===== src/rtl/fbseq_pkg.sv =====
package fbseq_pkg;

   // circular increment by comparison (no modulo)
   function automatic int unsigned q_next(input int unsigned p, input int unsigned n);
      return (p + 1 >= n) ? 0 : p + 1;
   endfunction

   // number of entries from a up to (not including) b
   function automatic int unsigned q_dist(input int unsigned a, input int unsigned b,
                                          input int unsigned n);
      return (b >= a) ? (b - a) : (b + n - a);
   endfunction

   typedef enum logic [1:0] {EV_NONE, EV_ONE, EV_BOTH} done_ev_e;

endpackage


===== src/rtl/fbseq_store.sv =====
module fbseq_store #(
   parameter int AW   = 32,
   parameter int PW   = 3,
   parameter int NRD  = 5
) (
   input  logic              clk,
   input  logic              we,
   input  logic [PW-1:0]     wa,
   input  logic [AW-1:0]     wd,
   input  logic [NRD*PW-1:0] ra_flat,
   output logic [NRD*AW-1:0] rd_flat
);
   localparam int SLOTS = 1 << PW;

   logic [AW-1:0] mem_q [SLOTS];

   generate
      for (genvar e = 0; e < SLOTS; e++) begin : g_ent
         always_ff @(posedge clk) begin
            if (we && (wa == PW'(e))) mem_q[e] <= wd;
         end
      end
      for (genvar k = 0; k < NRD; k++) begin : g_rd
         assign rd_flat[k*AW +: AW] = mem_q[ra_flat[k*PW +: PW]];
      end
   endgenerate
endmodule


===== src/rtl/fbseq_ctrl.sv =====
module fbseq_ctrl
   import fbseq_pkg::*;
#(
   parameter int AW      = 32,
   parameter int PW      = 3,
   parameter int ENTRIES = 5
) (
   input  logic          clk,
   input  logic          rst_n,
   input  logic          start_req,
   input  logic          stop_req,
   input  logic          done0,
   input  logic          done1,
   input  logic [PW-1:0] uw,
   input  logic [AW-1:0] rd_dr,
   input  logic [AW-1:0] rd_dr1,
   input  logic [AW-1:0] rd_dw,
   input  logic [AW-1:0] rd_dw1,
   output logic [PW-1:0] dr_idx,
   output logic [PW-1:0] dr1_idx,
   output logic [PW-1:0] dw_idx,
   output logic [PW-1:0] dw1_idx,
   output logic          start_ready,
   output logic [AW-1:0] slot0_addr,
   output logic [AW-1:0] slot1_addr,
   output logic          slot_sel,
   output logic          cap_run,
   output logic          cap_restart,
   output logic          cap_skip_first,
   output logic          frame_done
);
   logic [PW-1:0] dr_q, dw_q, dr_n, dw_n;
   logic [1:0]    act_q, act_n;
   logic          started_q, started_n, run_q, run_n, sel_q, sel_n;
   logic [AW-1:0] s0_q, s1_q, s0_n, s1_n;
   logic          rst_pl_n, skip_pl_n, fd_n;
   logic          rst_pl_q, skip_pl_q, fd_q;
   logic [PW-1:0] empty_cnt;
   done_ev_e      ev;

   assign dr_idx      = dr_q;
   assign dr1_idx     = PW'(q_next(32'(dr_q), ENTRIES));
   assign dw_idx      = dw_q;
   assign dw1_idx     = PW'(q_next(32'(dw_q), ENTRIES));
   assign empty_cnt   = PW'(q_dist(32'(dr_q), 32'(uw), ENTRIES));
   assign start_ready = !started_q && (empty_cnt >= PW'(2));

   always_comb begin
      if (!run_q)              ev = EV_NONE;
      else if (done0 && done1) ev = EV_BOTH;
      else if (done0 || done1) ev = EV_ONE;
      else                     ev = EV_NONE;
   end

   always_comb begin
      dr_n = dr_q; dw_n = dw_q; act_n = act_q;
      started_n = started_q; run_n = run_q; sel_n = sel_q;
      s0_n = s0_q; s1_n = s1_q;
      rst_pl_n = 1'b0; skip_pl_n = 1'b0; fd_n = 1'b0;
      if (stop_req) begin
         started_n = 1'b0; run_n = 1'b0; dr_n = dw_q; act_n = 2'd0;
      end else if ((start_req && start_ready) ||
                   (started_q && !run_q && empty_cnt >= PW'(2))) begin
         // fresh load of both slots, slot 0 first
         s0_n = rd_dr; s1_n = rd_dr1;
         dr_n = PW'(q_next(32'(dr1_idx), ENTRIES));
         act_n = 2'd2; sel_n = 1'b0;
         run_n = 1'b1; started_n = 1'b1; rst_pl_n = 1'b1;
         skip_pl_n = !started_q;
      end else if (ev == EV_BOTH) begin
         rst_pl_n = 1'b1;
         if (act_q != 2'd0) s0_n = rd_dw;
         if (act_q == 2'd2) begin
            s1_n = rd_dw1; sel_n = 1'b0;
         end else begin
            sel_n = 1'b1;
         end
      end else if (ev == EV_ONE) begin
         dw_n = dw1_idx; fd_n = 1'b1;
         if (act_q == 2'd1) begin
            act_n = 2'd0; run_n = 1'b0;
         end else if (empty_cnt != '0) begin
            if (sel_q) s1_n = rd_dr; else s0_n = rd_dr;
            dr_n = dr1_idx; sel_n = !sel_q;
         end else begin
            act_n = 2'd1;
         end
      end else if (run_q && act_q == 2'd1 && empty_cnt != '0) begin
         if (sel_q) s1_n = rd_dr; else s0_n = rd_dr;
         dr_n = dr1_idx; sel_n = !sel_q; act_n = 2'd2;
      end
   end

   always_ff @(posedge clk or negedge rst_n) begin
      if (!rst_n) begin
         dr_q <= '0; dw_q <= '0; act_q <= '0;
         started_q <= 1'b0; run_q <= 1'b0; sel_q <= 1'b0;
         s0_q <= '0; s1_q <= '0;
         rst_pl_q <= 1'b0; skip_pl_q <= 1'b0; fd_q <= 1'b0;
      end else begin
         dr_q <= dr_n; dw_q <= dw_n; act_q <= act_n;
         started_q <= started_n; run_q <= run_n; sel_q <= sel_n;
         s0_q <= s0_n; s1_q <= s1_n;
         rst_pl_q <= rst_pl_n; skip_pl_q <= skip_pl_n; fd_q <= fd_n;
      end
   end

   assign slot0_addr     = s0_q;
   assign slot1_addr     = s1_q;
   assign slot_sel       = sel_q;
   assign cap_run        = run_q;
   assign cap_restart    = rst_pl_q;
   assign cap_skip_first = skip_pl_q;
   assign frame_done     = fd_q;

   a_r13_two_in_flight: assert property (@(posedge clk) disable iff (!rst_n)
      act_q <= 2'd2);
   a_r3_run_rises_loaded: assert property (@(posedge clk) disable iff (!rst_n)
      $rose(cap_run) |-> (act_q == 2'd2 && cap_restart));
   a_r6_stop_empties: assert property (@(posedge clk) disable iff (!rst_n)
      $fell(cap_run) |-> (act_q == 2'd0));
   a_r8_dual_rewinds: assert property (@(posedge clk) disable iff (!rst_n)
      (done0 && done1 && cap_run && !stop_req) |=> (cap_restart && !frame_done));
   a_r11_idle_no_done: assert property (@(posedge clk) disable iff (!rst_n)
      (!cap_run) |=> !frame_done);
endmodule


===== src/rtl/pingpong_fb_seq.sv =====
module pingpong_fb_seq
   import fbseq_pkg::*;
#(
   parameter int AW     = 32,
   parameter int QDEPTH = 4
) (
   input  logic          clk,
   input  logic          rst_n,
   input  logic          sub_valid,
   input  logic [AW-1:0] sub_addr,
   output logic          sub_full,
   input  logic          pop_req,
   output logic          pop_avail,
   output logic [AW-1:0] pop_addr,
   input  logic          start_req,
   output logic          start_ready,
   input  logic          stop_req,
   input  logic          done0,
   input  logic          done1,
   output logic [AW-1:0] slot0_addr,
   output logic [AW-1:0] slot1_addr,
   output logic          slot_sel,
   output logic          cap_run,
   output logic          cap_restart,
   output logic          cap_skip_first,
   output logic          frame_done
);
   localparam int ENTRIES = QDEPTH + 1;
   localparam int PW      = $clog2(ENTRIES);
   localparam int NRD     = 5;

   generate
      if (QDEPTH < 2)  begin : g_chk_min  $error("QDEPTH must be at least 2");   end
      if (AW < 1)      begin : g_chk_aw   $error("AW must be positive");         end
      if (QDEPTH > 255) begin : g_chk_max $error("QDEPTH above 255 not allowed"); end
   endgenerate

   logic [PW-1:0]     ur_q, uw_q, dr_i, dr1_i, dw_i, dw1_i;
   logic [NRD*PW-1:0] ra_flat;
   logic [NRD*AW-1:0] rd_flat;
   logic              sub_acc, pop_acc;

   assign sub_full  = (q_dist(32'(ur_q), 32'(uw_q), ENTRIES) == QDEPTH);
   assign sub_acc   = sub_valid && !sub_full;
   assign pop_avail = (ur_q != dw_i);
   assign pop_acc   = pop_req && pop_avail;
   assign ra_flat   = {ur_q, dw1_i, dw_i, dr1_i, dr_i};
   assign pop_addr  = rd_flat[4*AW +: AW];

   always_ff @(posedge clk or negedge rst_n) begin
      if (!rst_n) begin
         ur_q <= '0; uw_q <= '0;
      end else begin
         if (sub_acc) uw_q <= PW'(q_next(32'(uw_q), ENTRIES));
         if (pop_acc) ur_q <= PW'(q_next(32'(ur_q), ENTRIES));
      end
   end

   fbseq_store #(.AW(AW), .PW(PW), .NRD(NRD)) store_i (
      .clk(clk), .we(sub_acc), .wa(uw_q), .wd(sub_addr),
      .ra_flat(ra_flat), .rd_flat(rd_flat)
   );

   fbseq_ctrl #(.AW(AW), .PW(PW), .ENTRIES(ENTRIES)) ctrl_i (
      .clk(clk), .rst_n(rst_n), .start_req(start_req), .stop_req(stop_req),
      .done0(done0), .done1(done1), .uw(uw_q),
      .rd_dr(rd_flat[0*AW +: AW]), .rd_dr1(rd_flat[1*AW +: AW]),
      .rd_dw(rd_flat[2*AW +: AW]), .rd_dw1(rd_flat[3*AW +: AW]),
      .dr_idx(dr_i), .dr1_idx(dr1_i), .dw_idx(dw_i), .dw1_idx(dw1_i),
      .start_ready(start_ready), .slot0_addr(slot0_addr), .slot1_addr(slot1_addr),
      .slot_sel(slot_sel), .cap_run(cap_run), .cap_restart(cap_restart),
      .cap_skip_first(cap_skip_first), .frame_done(frame_done)
   );

   a_r2_full_refuses: assert property (@(posedge clk) disable iff (!rst_n)
      (sub_valid && sub_full) |=> $stable(uw_q));
   a_r2_held_bound: assert property (@(posedge clk) disable iff (!rst_n)
      q_dist(32'(ur_q), 32'(uw_q), ENTRIES) <= QDEPTH);
   a_r9_empty_pop_ignored: assert property (@(posedge clk) disable iff (!rst_n)
      (pop_req && !pop_avail) |=> $stable(ur_q));
   a_r12_pop_once: assert property (@(posedge clk) disable iff (!rst_n)
      (pop_acc && (done0 || done1)) |=> (ur_q == PW'(q_next(32'($past(ur_q)), ENTRIES))));
endmodule


===== config.mk =====
export PLATFORM = sky130hd
export DESIGN_NAME = pingpong_fb_seq
export DESIGN_NICKNAME = d
export VERILOG_FILES = /design/src/rtl/fbseq_pkg.sv /design/src/rtl/fbseq_store.sv /design/src/rtl/fbseq_ctrl.sv /design/src/rtl/pingpong_fb_seq.sv
export SDC_FILE = /design/constraint.sdc
export NUM_CORES = 1
export LEC_CHECK = 0
export ABC_CLOCK_PERIOD_IN_PS = 14700
export CELL_PAD_IN_SITES_DETAIL_PLACEMENT = 1
export CELL_PAD_IN_SITES_GLOBAL_PLACEMENT = 2
export CORE_AREA = 2 2 225 227
export DETAILED_ROUTE_END_ITERATION = 8
export DIE_AREA = 0 0 227 229
export PLACE_DENSITY = 0.85
export SYNTH_ARGS = -nofsm -noshare
export SYNTH_HDL_FRONTEND = slang
export SYNTH_SLANG_ARGS = --single-unit
export TNS_END_PERCENT = 1

===== constraint.sdc =====
create_clock -name clk -period 14.7 [get_ports clk]
set_input_delay 2.205 -clock clk [delete_from_list [all_inputs] [get_ports clk]]
set_output_delay 2.205 -clock clk [all_outputs]
set_load 0.1 [all_outputs]

==> run_results.csv <==
group,metric,value,unit
sta,period_minus_slack,6610,ps
route,drcViolationCount,0,
sta,skew,17.9,ps
place,gp_congestion,0.807,
final_layout,fin_cells,2550,
critical_path,slowest_stage,"clkdlybuf4s50_1",
run,cap_violations,0,
sta,fmax,151,MHz
synthesis,synth.cell_area,22100,um2
route,ant_nets,0,
clock_network,cts_setup_buffers,0,
synthesis,yosysTopAreaCellShare,34.8,%
critical_path,crit_required,12490,ps
critical_path,worstSetupStartpointType,"flop",
global_route,grt-ovfl-total,0,
synthesis,ys_warn_count,0,
route,drtPass1Iterations,5,
critical_path,critPathTopFamily,"buffers and inverters",
sta,maxSlewHeadroom,13.3,%
sta,tightest_slew,1290,ps
clock_network,cts_root_buf,"clkbuf_16",
floorplanning,die_area,52000,um2
place,placed_cell_area,24000,um2
final_layout,nFillCells,5017,
place,dp_cells,2475,
clock_network,numCtsBuffers,41,
clock_network,htreeDepth,2,
floorplanning,rows,82,
route,viasPerCell,6.77,
synthesis,ys_ff_latch,340,
clock_network,cts_tree,"built",
worst_hold_path,hold_class,"reg -> reg",
final_layout,antenna_cells,0,
synthesis,ys_types,64,
run_status,status,"finished, final reports clean",
global_route,grtUsageTotal,30.5,%
critical_path,crit_path_end_kind,"output port",
sta,setup_tns,0,ps
final_layout,area_growth_syn_to_layout,15.6,%
sta,maxSlewViolCount,0,
critical_path,crit_buf_inv,2,
synthesis,yosysSeqAreaShare,44.4,%
global_route,grt_max_degree,68,
place,hpwl,44500,um
worst_hold_path,holdCritStartpoint,"ctrl_i.slot0_addr[28]",
synthesis,synth_area_per_cell,12.4,um2
place,pre_cts_ws,8650,ps
sta,finalSetupViolCount,0,
clock_network,clk_pin_slew,60,ps
floorplanning,start_util,44.4,%
sta,hold_viol,0,
floorplanning,die_height,229,um
synthesis,syn_nets,1847,
final_layout,final_cell_area,25500,um2
floorplanning,io_pins,144,
clock_network,cts-resized-gates,0,
global_route,antenna_found_initial,0,
final_layout,multiInputGateArea,11600,um2
sta,timing.final.crit_share,45.0,%
clock_network,clkLatencyLatePin,580,ps
synthesis,synth-main-ff-cell,"edfxtp_1",
synthesis,synth_most_common_cell,"nand2_1",
clock_network,cts_hold_buffers,0,
final_layout,ff_latch_area,9810,um2
floorplanning,core,49700,um2
clock_network,cts_sinks,340,
synthesis,synth-edff-count,256,
route,drt_iter0_drc,1882,
synthesis,syn_inst,1777,
clock_network,clk_path_buf_depth,3,
sta,timing.final.ws_setup,8090,ps
synthesis,yosys-top-cells-area,"edfxtp_1, mux4_2, dfrtp_1",
critical_path,cpPeakStageDelay,1150,ps
critical_path,cp.arrival,4410,ps
route,num_vias,17300,
sta,rsz0062_at_grt,"false",
global_route,grt_pass1_wl,116000,um
synthesis,yosysTopAreaCell,"edfxtp_1",
final_layout,drive_gt1_share,21.8,%
critical_path,r2r_start,"ctrl_i.dw_idx[0]",
global_route,grt_pass1_vias,18200,
synthesis,synth_common_cells,"nand2_1, edfxtp_1, mux4_2",
critical_path,startpoint,"ur_q[0]",
floorplanning,die_w,227,um
final_layout,nets,1916,
critical_path,crit_fanout,38,
synthesis,synth-async-reset-ratio,24.7,%
route,wl_per_cell,30.6,um
route,drt_wl_total,78100,um
critical_path,criticalPathCategory,"reg -> out",
place,portBuffers,143,
critical_path,path_cells,"ha_1 > inv_1 > fa_1 > xnor2_1 > or4b_2 > o21ai_0 > clkdlybuf4s50_1",
==> registers in the layout (all words and copies together), names as in the netlist <==
name and count:
ctrl_i.started_q 1, ctrl_i.slot_sel 1, ctrl_i.cap_run 1, ctrl_i.dw_idx 3, ctrl_i.slot1_addr 32, ctrl_i.act_q 2
ctrl_i.cap_restart 1, ctrl_i.cap_skip_first 1, ur_q 3, uw_q 3, store_i.mem_q 256, ctrl_i.frame_done 1
ctrl_i.slot0_addr 32, ctrl_i.dr_idx 3
==> cell families after synthesis <==
| family | Yosys count | synth area share (%) |
|---|---|---|
| mux | 325 | 29.4 |
| compound gates | 321 | 9.69 |
| simple gates | 575 | 10.7 |
| fa+ha+maj | 30 | 1.87 |
| flops | 340 | 44.4 |
| xor+xnor | 8 | 0.380 |
| buf+inv | 178 | 3.61 |
==> layer usage <==
metal / global-route usage, % / vias to the layer above / share of wire (%)
li1: - / 7112 / -
met1: 37.8 / 8904 / 37
met2: 52.1 / 977 / 51
met3: 4.50 / 266 / 7.6
met4: 14.8 / 0 / 4.9
met5: 0 / - / 0
==> stage by stage <==
stage               utilization (%)  hold WS [ps]
floorplan                         -           514
global placement               48.4           467
detailed placement             48.4           469
CTS                            51.4           482
global route                   51.4           513
finish                         51.4           478
==> layout make-up <==
class | instances | area share, %
Multi-Input combinational cell | 1259 | 45.4
Inverter | 22 | 0.324
Clock buffer | 53 | 4.48
Clock inverter | 22 | 1.27
Sequential cell | 340 | 38.4
Timing Repair Buffer | 182 | 6.75
Tap cell | 672 | 3.30
==> cells in the final DEF, fill, tap and decap left out, types with 4 or more instances in the layout <==
master	Yosys	routed
nand2_1	368	368
mux4_2	256	256
edfxtp_1	256	256
clkdlybuf4s50_1	0	142
nor2_1	103	100
dfrtp_1	84	77
nand3_1	68	67
mux2i_1	63	63
o21ai_0	52	52
o21ai_1	46	44
clkbuf_16	0	43
a31oi_1	41	40
buf_4	9	40
a211oi_1	39	39
o22ai_1	32	32
o311ai_1	27	27
o22a_1	27	27
ha_1	25	25
inv_1	19	19
a21oi_1	19	17
bufinv_16	0	8
clkbuf_1	74	7
clkinv_2	0	7
xnor2_1	6	6
a21o_1	7	6
and2_1	9	5
mux2_2	5	5
a22oi_1	5	5
a2bb2oi_1	5	5
fa_1	5	5
nor2b_1	4	4
and2_2	0	4
o31ai_1	4	4
dfrtp_2	0	4
==> tightest hold or removal path: cells and delay by family (launching register included) <==
kind / cells / cell delay [ps]
AO/OA/AOI/OAI: 1 / 50
AND/OR/NAND/NOR: 1 / 50
flip-flops: 1 / 340
==> path summary, 6_finish.rpt <==
check,to,slack (ps),depth (start not counted)
max,sub_full,8090,7
min,ctrl_i.slot0_addr[28],480,2
max reg2reg,ctrl_i.slot1_addr[27],9740,10
min reg2reg,ctrl_i.slot0_addr[28],480,2
max in group asynchronous,ctrl_i.dw_idx[0],11740,2
min in group asynchronous,ctrl_i.slot1_addr[3],1600,1
Power is not shown: default switching activity piles up to over one toggle a cycle in this logic, so the estimate is an artifact.
